===== config.mk =====
export PLATFORM = sky130hd
export DESIGN_NAME = vidctl_palette_arb
export DESIGN_NICKNAME = d
export VERILOG_FILES = /design/src/rtl/vidctl_pkg.sv /design/src/rtl/vidctl_ctrl_reg.sv /design/src/rtl/vidctl_pal_arb.sv /design/src/rtl/vidctl_status.sv /design/src/rtl/vidctl_pixel_gate.sv /design/src/rtl/vidctl_palette_arb.sv
export SDC_FILE = /design/constraint.sdc
export NUM_CORES = 1
export LEC_CHECK = 0
export ABC_CLOCK_PERIOD_IN_PS = 1700
export BUFFER_PORTS_ARGS = -buffer_cell sky130_fd_sc_hd__buf_4
export CAP_MARGIN = 20
export CORE_AREA = 2 2 39 41
export DETAILED_ROUTE_END_ITERATION = 10
export DIE_AREA = 0 0 41 43
export HOLD_SLACK_MARGIN = 0.03
export PLACE_DENSITY = 0.74
export SLEW_MARGIN = 15
export SYNTH_ARGS = -nofsm -noshare
export SYNTH_HDL_FRONTEND = slang
export SYNTH_SLANG_ARGS = --single-unit

===== constraint.sdc =====
create_clock -name clk -period 1.7 [get_ports clk]
set_clock_uncertainty 0.2 [all_clocks]
set_input_delay 0.34 -clock clk [delete_from_list [all_inputs] [get_ports clk]]
set_output_delay 0.34 -clock clk [all_outputs]
set_load 0.02 [all_outputs]

===== src/rtl/vidctl_pkg.sv =====
// Package: shared bit positions and the decoded control type for the
// video control block. Assumes an 8-bit CPU data bus.
package vidctl_pkg;
    localparam int DATA_W         = 8;
    localparam int CTRL_REQ_BIT   = 3;   // palette request
    localparam int CTRL_LAYER_BIT = 6;   // character layer enable
    localparam int STAT_VBL_BIT   = 0;   // live vblank
    localparam int STAT_GNT_BIT   = 3;   // palette granted

    typedef struct packed {
        logic layer_en;
        logic pal_req;
    } vidctl_cfg_t;
endpackage


===== src/rtl/vidctl_ctrl_reg.sv =====
// Control register: decodes CPU writes to the control address and keeps
// the two live control bits. Assumes io_wr lasts one cycle per write.
module vidctl_ctrl_reg
    import vidctl_pkg::*;
#(
    parameter int                 ADDR_W    = 8,
    parameter logic [ADDR_W-1:0]  CTRL_ADDR = '0
) (
    input  logic              clk,
    input  logic              rst_n,
    input  logic [ADDR_W-1:0] io_addr,
    input  logic              io_wr,
    input  logic [DATA_W-1:0] io_wdata,
    output vidctl_cfg_t       cfg
);
    logic hit;
    logic unused_wdata;

    // Address match for a control write.
    assign hit = io_wr && (io_addr == CTRL_ADDR);
    assign unused_wdata = ^io_wdata;

    // Load the live bits on a control write; clear them on reset.
    always_ff @(posedge clk) begin
        if (!rst_n) begin
            cfg <= '0;
        end else if (hit) begin
            cfg.pal_req  <= io_wdata[CTRL_REQ_BIT];
            cfg.layer_en <= io_wdata[CTRL_LAYER_BIT];
        end
    end
endmodule


===== src/rtl/vidctl_pal_arb.sv =====
// Palette arbiter: hands palette RAM to the CPU at the first edge where
// vblank starts while a request is held. It keeps the grant until the
// request drops and gates CPU write strobes with the grant.
// Assumes vblank_in is synchronous to clk.
module vidctl_pal_arb (
    input  logic clk,
    input  logic rst_n,
    input  logic pal_req,
    input  logic vblank_in,
    input  logic cpu_we_in,
    output logic grant,
    output logic pal_we_out
);
    logic vblank_q;
    logic vblank_start;

    // Remember last cycle's vblank so that its rising edge can be found.
    always_ff @(posedge clk) begin
        if (!rst_n) vblank_q <= 1'b0;
        else        vblank_q <= vblank_in;
    end

    assign vblank_start = vblank_in && !vblank_q;

    // Grant at vblank start while requested; release once the request drops.
    always_ff @(posedge clk) begin
        if (!rst_n)            grant <= 1'b0;
        else if (!pal_req)     grant <= 1'b0;
        else if (vblank_start) grant <= 1'b1;
    end

    // Pass CPU palette writes only while granted.
    assign pal_we_out = cpu_we_in && grant;
endmodule


===== src/rtl/vidctl_status.sv =====
// Status read mux: builds the status byte from live vblank and the grant.
// Any other address reads zero. The read is combinational.
module vidctl_status
    import vidctl_pkg::*;
#(
    parameter int                ADDR_W    = 8,
    parameter logic [ADDR_W-1:0] STAT_ADDR = ADDR_W'(5)
) (
    input  logic [ADDR_W-1:0] io_addr,
    input  logic              vblank,
    input  logic              grant,
    output logic [DATA_W-1:0] rdata
);
    logic [DATA_W-1:0] stat_byte;

    // One generate branch per status bit: a live flag or a constant zero.
    for (genvar b = 0; b < DATA_W; b++) begin : g_bit
        if (b == STAT_VBL_BIT) begin : g_vbl
            assign stat_byte[b] = vblank;
        end else if (b == STAT_GNT_BIT) begin : g_gnt
            assign stat_byte[b] = grant;
        end else begin : g_zero
            assign stat_byte[b] = 1'b0;
        end
    end

    // Select the status byte only at the status address.
    assign rdata = (io_addr == STAT_ADDR) ? stat_byte : '0;
endmodule


===== src/rtl/vidctl_pixel_gate.sv =====
// Pixel gate: suppresses tile-layer pixels when the layer is disabled and
// drives the screen blank while a palette request is held.
module vidctl_pixel_gate #(
    parameter int PIX_W = 8
) (
    input  logic             layer_en,
    input  logic             pal_req,
    input  logic [PIX_W-1:0] tile_pix_in,
    output logic [PIX_W-1:0] tile_pix_out,
    output logic             blank_out
);
    // Zero the tile pixel unless the layer is enabled.
    assign tile_pix_out = layer_en ? tile_pix_in : '0;
    // Blank for the whole time the CPU holds a palette request.
    assign blank_out    = pal_req;
endmodule


===== src/rtl/vidctl_palette_arb.sv =====
// Top level: video control register, status port and palette arbiter.
// The CPU writes the control address, polls the status address for the
// grant, and then writes the palette. Reset is synchronous and active-low.
module vidctl_palette_arb
    import vidctl_pkg::*;
#(
    parameter int                ADDR_W    = 8,
    parameter int                PIX_W     = 8,
    parameter logic [ADDR_W-1:0] CTRL_ADDR = ADDR_W'(0),
    parameter logic [ADDR_W-1:0] STAT_ADDR = ADDR_W'(5)
) (
    input  logic              clk,
    input  logic              rst_n,
    input  logic [ADDR_W-1:0] io_addr,
    input  logic              io_wr,
    input  logic [7:0]        io_wdata,
    output logic [7:0]        io_rdata,
    input  logic              vblank_in,
    input  logic              pal_cpu_we_in,
    output logic              pal_cpu_sel,
    output logic              pal_we_out,
    input  logic [PIX_W-1:0]  tile_pix_in,
    output logic [PIX_W-1:0]  tile_pix_out,
    output logic              blank_out
);
    vidctl_cfg_t cfg;
    logic        grant;

    vidctl_ctrl_reg #(.ADDR_W(ADDR_W), .CTRL_ADDR(CTRL_ADDR)) u_ctrl (
        .clk(clk), .rst_n(rst_n), .io_addr(io_addr), .io_wr(io_wr),
        .io_wdata(io_wdata), .cfg(cfg)
    );

    vidctl_pal_arb u_arb (
        .clk(clk), .rst_n(rst_n), .pal_req(cfg.pal_req),
        .vblank_in(vblank_in), .cpu_we_in(pal_cpu_we_in),
        .grant(grant), .pal_we_out(pal_we_out)
    );

    vidctl_status #(.ADDR_W(ADDR_W), .STAT_ADDR(STAT_ADDR)) u_stat (
        .io_addr(io_addr), .vblank(vblank_in), .grant(grant), .rdata(io_rdata)
    );

    vidctl_pixel_gate #(.PIX_W(PIX_W)) u_pix (
        .layer_en(cfg.layer_en), .pal_req(cfg.pal_req),
        .tile_pix_in(tile_pix_in), .tile_pix_out(tile_pix_out),
        .blank_out(blank_out)
    );

    // Palette RAM is owned by the CPU exactly while granted.
    assign pal_cpu_sel = grant;
endmodule


==> summary.txt <==
STA
  – TNS Setup: -93.5 ps
  – Finish-stage setup viols: 2
  – Hold Slack: 135 ps
  – RSZ-0062 raised after global routing: true
  – Min cycle time layout: 1750 ps
  – Final Max Tran Viols: 0
  – Final Cycle Share: 1.03
  – Fmax achieved: 572 MHz
  – Final worst setup slack: -47.9 ps
  – Fin. Hold Viols: 0

Logic synthesis
  – Post-synth top area share: 0.278
  – Post-synth top cells: and2_1 (12), buf_4 (6), dfxtp_1 (4), nand2_1 (4), nor2_1 (3)
  – Synth Cell Area: 288 µm²
  – Synth Instances: 37
  – Syn. warnings: 0
  – Main synth FF type: dfxtp_1
  – Register area share after synthesis: 0.278
  – Number of flops mapped to enable cells by yosys: 0
  – Yosys reg bits: 4
  – Synth area leaders: dfxtp_1 (28%), and2_1 (26%), buf_4 (16%), mux2i_1 (7.0%), nand2_1 (5.2%)
  – Most numerous cell in the Yosys netlist: and2_1
  – Yosys top cell by area: dfxtp_1
  – Number of distinct library cells after synthesis: 12
  – Post-Syn Area per Cell: 7.78 µm²
  – Ys async rst share: 0

Floorplanning
  – Initial Util: 0.208
  – Core area: 1380 µm²
  – Row cnt: 14
  – Die Area: 1760 µm²
  – I/O pins: 48
  – Die height: 43 µm
  – DIE WIDTH: 41 µm

CTS
  – Sink Count: 4
  – H-tree depth: 1
  – Root Driver: clkbuf_4
  – Maximum root-to-sink buffer count: 2
  – Hold Buf Count CTS: 0
  – Cts bufs inserted: 3
  – CTS tree: yes
  – Skew-Pair Late Insertion Delay: 230 ps
  – CTS clk-pin slew, worst paths: 40 ps

Cells and area
  – Final nets: 108
  – Final cell count without fillers: 93
  – Area growth syn-to-layout: 117%
  – Finished Cell Area: 623 µm²
  – Antenna cells: 0
  – Share of layout cells above drive strength 1: 0.584

Global routing
  – Initial antenna violation count: 0
  – Aggregate global routing overflow: 0
  – Number of global-route vias before repair: 325
  – Largest net degree at the start of global routing: 10
  – First-pass GRT wire length: 1220 µm
  – All-Layer GR Usage: 0.104

Min path
  – Hold Path Origin: vblank_in
  – Hold path endpoint: u_arb.vblank_q
  – Worst hold path class: input port to register
  – Cells on Worst Hold Path: 2

Run
  – Max cap viols: 0

Power
  – Leakage: 0.000344 µW
  – Max VDD drop: 0.351 mV
  – Power per Cell Area: 447 nW/µm²

Placement
  – GP Congestion: 0.569
  – Cell Area, Placed: 552 µm²
  – Placed insts: 88
  – Port-buffer cells: 35
  – Place WS: -119 ps

Routing
  – Routed via count: 378
  – Drt pass-1 iters: 2
  – Vias per cell: 4.06
  – Final WL: 888 µm
  – Avg WL per Cell: 9.55 µm
  – Remaining DRCs: 0
  – Detail Route Antenna Nets: 0
  – DRT iter0 DRCs: 3

Critical path
  – Critical Path Start Type: input port
  – FF-to-FF Start: u_ctrl.cfg[1]
  – R2R depth: 2
  – CP Cell Sequence: buf_6 > nor4_4 > and4_4 > and2_4 > buf_6
  – Crit-path max cell delay: 270 ps
  – Worst Path Arrival: 1210 ps
  – Critical path class: input port to primary output
  – Worst Path Buf+Inv: 2
  – Crit path max-delay family: simple AND/OR/NAND/NOR gates
  – CP endpoint kind: primary output
  – Worst Path Max Fanout: 2
  – Reg2reg setup slack: 840 ps
  – Reg2reg end: u_ctrl.cfg[1]
  – Top cell by count, worst path: buf_6
  – Req. time, crit path: 1160 ps
  – Slowest CP cell: nor4_4

Outcome
  – Failing checks: negative setup slack
  – Status: complete, but fails checks
registers in the layout, summed over array words and instances, names as in the netlist:
signal,count
u_arb.vblank_q,1
u_ctrl.cfg,2
u_arb.grant,1
cell families (layout without fill, tap and decap cells):
kind of cell	count (synthesis)	in the layout	synth area share
simple gates	22	22	0.452
buf+inv	7	42	0.170
flops	4	4	0.278
mux	2	2	0.0696
other cells	1	6	0.0130
compound gates	1	1	0.0174
power breakdown:
group	leakage, µW	switching [µW]	internal, µW
Sequential	0.0000325	0.335	95.7
Combinational	0.000297	26.6	40.2
Clock	0.0000138	37.0	78.8
layout make-up:
cell class                      instances  area, µm²
Clock buffer                            3       22.5
Fill cell                             151        761
Inverter                                1       3.75
Multi-Input combinational cell         31        193
Sequential cell                         4       80.1
Tap cell                               16       20.0
Timing Repair Buffer                   38        304
how the worst max path moves through the flow:
stage                from          end  slack, ps  cells past startpoint
2_1_floorplan  io_addr[1]  io_rdata[0]         90                      3
3_3_place_gp   io_addr[1]  io_rdata[0]       -100                      5
3_5_place_dp   io_addr[1]  io_rdata[3]       -120                      5
4_1_cts        io_addr[4]  io_rdata[3]        -60                      5
5_1_grt        io_addr[1]  io_rdata[0]        -90                      5
6_report       io_addr[1]  io_rdata[0]        -50                      5
per-layer routing:
| metal | track usage | up-vias | share of wire |
|---|---|---|---|
| met3 | 0.0366 | 0 | 0.17 |
| met5 | 0 | - | 0 |
| met4 | 0.0600 | 0 | 0 |
| met2 | 0.188 | 27 | 0.54 |
| li1 | - | 186 | - |
| met1 | 0.0892 | 165 | 0.29 |
cell usage in the layout, fill, tap and decap left out, drive strengths merged:
cell type / netlist / layout
a21oi: 1 / 1
nor2: 3 / 3
and2: 12 / 12
inv: 1 / 1
buf: 6 / 38
mux2i: 2 / 2
nor4: 1 / 1
nand2: 4 / 4
conb: 1 / 6
dfxtp: 4 / 4
clkbuf: 0 / 3
and4: 1 / 1
nand4: 1 / 1
stage by stage:
step | util | total power (µW)
after detailed placement | 0.399 | 157
after global placement | 0.399 | 156
after CTS | 0.442 | 283
after floorplan | - | 125
after global routing | 0.450 | 294
final | 0.450 | 279
timing repair:
| item | 4_1_cts | 5_1_grt |
|---|---|---|
| endpoints found under the setup margin | 2 | 2 |
| resized for setup | 8 | 1 |
| buffers inserted | 1 | 1 |
| hold endpoints to repair | 0 | 0 |
| pin swaps | 3 | 3 |
(Power assumes the default switching activity.)
